`config.mk`:
```
export PLATFORM = sky130hd
export DESIGN_NAME = qn_delay_seq
export DESIGN_NICKNAME = d
export VERILOG_FILES = /design/src/rtl/qn_seq_pkg.sv /design/src/rtl/qn_phase_timer.sv /design/src/rtl/qn_ctrl_decode.sv /design/src/rtl/qn_delay_seq.sv
export SDC_FILE = /design/constraint.sdc
export NUM_CORES = 1
export LEC_CHECK = 0
export ABC_AREA = 1
export BUFFER_PORTS_ARGS = -buffer_cell sky130_fd_sc_hd__buf_4
export CORE_AREA = 10 10 47 49
export CTS_BUF_LIST = sky130_fd_sc_hd__clkbuf_2 sky130_fd_sc_hd__clkbuf_4 sky130_fd_sc_hd__clkbuf_8
export CTS_CLUSTER_DIAMETER = 200
export DETAILED_ROUTE_END_ITERATION = 16
export DIE_AREA = 0 0 57 59
export HOLD_SLACK_MARGIN = 0.1
export PLACE_DENSITY = 0.5
export SYNTH_ARGS = -nofsm -noshare
export SYNTH_HDL_FRONTEND = slang
export SYNTH_HIERARCHICAL = 1
export SYNTH_SLANG_ARGS = --single-unit
export TNS_END_PERCENT = 30
```
`constraint.sdc`:
```
create_clock -name clk -period 2.6 [get_ports clk]
set_input_delay 0.13 -clock clk [delete_from_list [all_inputs] [get_ports clk]]
set_output_delay 0.13 -clock clk [all_outputs]
set_load 0.02 [all_outputs]
```
`src/rtl/qn_seq_pkg.sv`:
```
package qn_seq_pkg;
  typedef enum logic [2:0] {
    PH_IDLE   = 3'd0,
    PH_CLEAR  = 3'd1,
    PH_QLOAD  = 3'd2,
    PH_NOISY  = 3'd3,
    PH_CAPT   = 3'd4,
    PH_UNLOAD = 3'd5,
    PH_DONE   = 3'd6
  } phase_e;
endpackage

```
`src/rtl/qn_phase_timer.sv`:
```
module qn_phase_timer #(
  parameter int HALF = 4
) (
  input  logic clk,
  input  logic rst_n,
  input  logic load,
  input  logic en,
  output logic expire
);
  localparam int CW = (HALF > 1) ? $clog2(HALF) : 1;
  localparam logic [CW-1:0] START_VAL = CW'(HALF - 1);

  logic [CW-1:0] cnt;

  always_ff @(posedge clk or negedge rst_n) begin
    if (!rst_n)
      cnt <= '0;
    else if (load)
      cnt <= START_VAL;
    else if (en && cnt != '0)
      cnt <= cnt - 1'b1;
  end

  assign expire = en && (cnt == '0);


  load_start_chk: assert property (@(posedge clk) disable iff (!rst_n)
    load |=> (cnt == START_VAL));
endmodule

```
`src/rtl/qn_ctrl_decode.sv`:
```
module qn_ctrl_decode
  import qn_seq_pkg::*;
(
  input  phase_e ph,
  output logic   busy,
  output logic   done,
  output logic   scan_en,
  output logic   cell_rst,
  output logic   half_rate,
  output logic   capture
);
  always_comb begin
    busy      = 1'b0;
    done      = 1'b0;
    scan_en   = 1'b0;
    cell_rst  = 1'b0;
    half_rate = 1'b0;
    capture   = 1'b0;
    unique case (ph)
      PH_CLEAR: begin busy = 1'b1; cell_rst = 1'b1; end
      PH_QLOAD, PH_UNLOAD: begin
        busy = 1'b1; scan_en = 1'b1; cell_rst = 1'b1; half_rate = 1'b1;
      end
      PH_NOISY: begin busy = 1'b1; scan_en = 1'b1; end
      PH_CAPT:  begin busy = 1'b1; capture = 1'b1; end
      PH_DONE:  done = 1'b1;
      default: ;
    endcase
  end
endmodule

```
`src/rtl/qn_delay_seq.sv`:
```
module qn_delay_seq
  import qn_seq_pkg::*;
#(
  parameter int CELLS = 8
) (
  input  logic       clk,
  input  logic       rst_n,
  input  logic       start,
  output logic       busy,
  output logic       done,
  output logic       scan_en,
  output logic       cell_rst,
  output logic       half_rate,
  output logic       capture,
  output logic [2:0] phase
);
  localparam int HALF = CELLS / 2;
  localparam int LW   = $clog2(HALF + 2);

  initial assert (CELLS >= 2 && CELLS % 2 == 0);

  phase_e state, state_nx;
  logic   t_load, t_en, t_expire;

  assign t_load = (state == PH_CLEAR) || (state == PH_CAPT);
  assign t_en   = (state == PH_QLOAD) || (state == PH_UNLOAD);

  qn_phase_timer #(.HALF(HALF)) u_timer (
    .clk(clk), .rst_n(rst_n), .load(t_load), .en(t_en), .expire(t_expire)
  );

  always_comb begin
    state_nx = state;
    unique case (state)
      PH_IDLE:   if (start) state_nx = PH_CLEAR;
      PH_CLEAR:  state_nx = PH_QLOAD;
      PH_QLOAD:  if (t_expire) state_nx = PH_NOISY;
      PH_NOISY:  state_nx = PH_CAPT;
      PH_CAPT:   state_nx = PH_UNLOAD;
      PH_UNLOAD: if (t_expire) state_nx = PH_DONE;
      PH_DONE:   state_nx = PH_IDLE;
      default:   state_nx = PH_IDLE;
    endcase
  end

  always_ff @(posedge clk or negedge rst_n) begin
    if (!rst_n) state <= PH_IDLE;
    else        state <= state_nx;
  end

  qn_ctrl_decode u_dec (
    .ph(state), .busy(busy), .done(done), .scan_en(scan_en),
    .cell_rst(cell_rst), .half_rate(half_rate), .capture(capture)
  );

  assign phase = state;

  // independent length counter for quiet phases
  logic [LW-1:0] qlen;
  always_ff @(posedge clk or negedge rst_n) begin
    if (!rst_n)     qlen <= '0;
    else if (t_en)  qlen <= qlen + 1'b1;
    else            qlen <= '0;
  end


  qload_len_chk: assert property (@(posedge clk) disable iff (!rst_n)
    (state == PH_QLOAD && state_nx == PH_NOISY) |-> (qlen == LW'(HALF - 1)));

  unload_len_chk: assert property (@(posedge clk) disable iff (!rst_n)
    (state == PH_UNLOAD && state_nx == PH_DONE) |-> (qlen == LW'(HALF - 1)));

  clear_once_chk: assert property (@(posedge clk) disable iff (!rst_n)
    (phase == 3'd1) |=> (phase == 3'd2 && scan_en && cell_rst));

  noisy_once_chk: assert property (@(posedge clk) disable iff (!rst_n)
    (phase == 3'd3) |=> (capture && !scan_en && !cell_rst));

  capture_mode_chk: assert property (@(posedge clk) disable iff (!rst_n)
    capture |-> (!scan_en && $past(phase) == 3'd3));

  done_pulse_chk: assert property (@(posedge clk) disable iff (!rst_n)
    done |=> (!done && phase == 3'd0));

  start_ignored_chk: assert property (@(posedge clk) disable iff (!rst_n)
    (start && phase != 3'd0 && phase != 3'd6) |=> (busy || done));
endmodule

```
==> results.ini <==
[status]
status=completed

[power_and_ir_drop]
sw_frac_of_total=0.5173
pwr-share-comb=0.613
pwr-share-clk=0.126
p_leak_nw=0.2926
p_int_w=0.0003820
power.total_w=0.0007914
p_per_area_nw_per_um2=1543
vdd_drop_max_v=0.0005171
seq_power_share=0.261
p_sw_w=0.0004094

[critical_path]
crit_fanout=12
endpoint_kind=output pin
start_kind=flop
cp_data_required_time_ns=2.47
arrival_ns=1.36
criticalPathCategory=flop to output pin

[synth]
yosys.area.top_type=dfrtp_1
synth_area_leaders=dfrtp_1 (34%), nand3_1 (12%), inv_1 (12%), nand2_1 (12%), a21oi_1 (5.4%)
synthesis.nets=62
synth_top_area_frac=0.3378
syn_inst=58
yosysWarnings=6
ys_ff_latch=5
netlist_area_um2=370.4
avgSynthCellArea_um2=6.385
ys_seq_area_frac=0.3378
ys_types=13

[floorplan]
std_cell_rows=14
io_pins=12
die-area_um2=3363
die_w_um=57
initial_utilization=0.2643
die_h_um=59
core_area_um2=1401

[timing]
slew_violations=0
hold_viol=0
setup_viol=0
finalSetupTns_ns=0
min_period_over_period=0.5726
fin_worst_skew_ns=0.001433
timing.fmax_mhz=671.6
rsz0062_at_grt=false
tightest_slew_ns=0.5134
fin_crit_ns=1.489
relSlewSlack=0.6577
holdWs_ns=0.2244

[clock_network]
clk_pin_slew_worst_paths_ns=0.04
insertion_delay_ns=0.24
clock_sinks=5
cts_buffer_depth=2
ctsRootBufferMaster=clkbuf_4
postCtsSetupBuffers=0
htreeDepth=1
cts_made_buffers=3
cts_tree=yes

[global_routing]
antenna_found_initial=0
grt_util_all_layers=0.05862
grt_pass1_vias=414
overflow=0
grt_pass1_wl_um=1642
grt_max_degree=18

[worst_hold_path]
hold_class=input port to flop

[detailed_routing]
wire_per_inst_um=10.61
drtAntennaViolNets=0
num_vias=418
drt_iter0_markers=6
wl_um=955
drcViolationCount=0
drtPass1Iterations=2
routed_via_density=4.644

[cells_and_area]
drive_above_1_share=0.2703
regArea_um2=125.1
fillers=156
insertedDiodeCount=0
fin_nets=79
multi_input_area_um2=196.4
areaGrowthSynthToFinish_pct=38.51
final_cells=90

[placement]
hpwl_um=706.2
gp_congestion=0.6875
dp.cells=85
io_buffers=11

[flow_run]
maxCapViolations=0

## through the flow
step                      utilization  area, um^2  worst slack, ns
after detailed placement       0.3375       473.0            1.138
after floorplan                     -       370.4            1.218
after CTS                      0.3661       513.0            1.093
final                          0.3661       513.0            1.111
after global routing           0.3661       513.0           0.9676
after global placement         0.3375       473.0            1.143
## kinds of logic after synthesis
group                    after synthesis  share of synthesized area
AO/OA/AOI/OAI                          9                     0.1284
buffers and inverters                 13                     0.1317
flip-flops                             5                     0.3378
adder cells (fa/ha/maj)                1                    0.03378
AND/OR/NAND/NOR                       30                     0.3682
## cell usage in the layout, fill, tap and decap left out
master / count
dlygate4sd3_1: 1
inv_2: 1
a21oi_1: 4
clkbuf_4: 4
nand3_1: 9
nand4_1: 1
nor2_2: 1
ha_1: 1
dfrtp_1: 5
inv_1: 12
nand2_2: 3
nor2_1: 4
o211ai_1: 1
buf_4: 11
o21ai_0: 4
nand2_1: 12
## layer usage
layer  GRT usage  vias up  routed length [um]
li1            -      217                   -
met1     0.06378      182                 494
met2     0.08682       17                 342
met3     0.04936        2                 108
met4     0.01007        0                  10
met5           0        -                   0
## synthesized netlist by cell type
cell,instances
nand3_1,9
dfrtp_1,5
a21oi_1,4
nor2_2,1
inv_2,1
ha_1,1
inv_1,12
o21ai_0,4
nand2_2,3
nand2_1,12
o211ai_1,1
nand4_1,1
nor2_1,4
## final timing paths
kind | from | end | slack, ns | depth (start not counted)
worst max-delay path | phase[1] | busy | 1.11 | 4
worst min-delay path | start | phase[1] | 0.22 | 5
worst max register to register | phase[2] | phase[0] | 1.12 | 9
worst min register to register | u_timer/cnt[1] | u_timer/cnt[1] | 0.49 | 2
max in group asynchronous | rst_n | phase[0] | 2.26 | 2
min in group asynchronous | rst_n | u_timer/cnt[1] | 0.23 | 2
## final cells by class
class                           count  share of cell area
Clock buffer                        4             0.05854
Sequential cell                     5              0.2439
Tap cell                           16             0.03902
Timing Repair Buffer               12              0.1805
Inverter                           13             0.09512
Multi-Input combinational cell     40              0.3829
## flip-flops by register name (all words and copies together) (netlist names)
signal,count
phase,3
u_timer/cnt,2
## timing repair
action / 4_1_cts / 5_1_grt
hold buffers: 1 / 0
endpoints found under the hold margin: 5 / 0
gates resized for setup: 0 / 0
## power by group through the flow
stage	sequential, W	clock [W]	combinational, W
6_report	0.000206	0.000100	0.000485
5_1_grt	0.000218	0.000107	0.000550
4_1_cts	0.000206	0.000103	0.000495
3_5_place_dp	0.000206	0	0.000492
3_3_place_gp	0.000204	0	0.000492
2_1_floorplan	0.000209	0	0.000302
## worst max-delay path, cell delays in order (launching register included)
cell	delay, ns
dfrtp_1	0.58
inv_1	0.13
nand2_1	0.12
o211ai_1	0.10
buf_4	0.18
(Power assumes the default switching activity.)
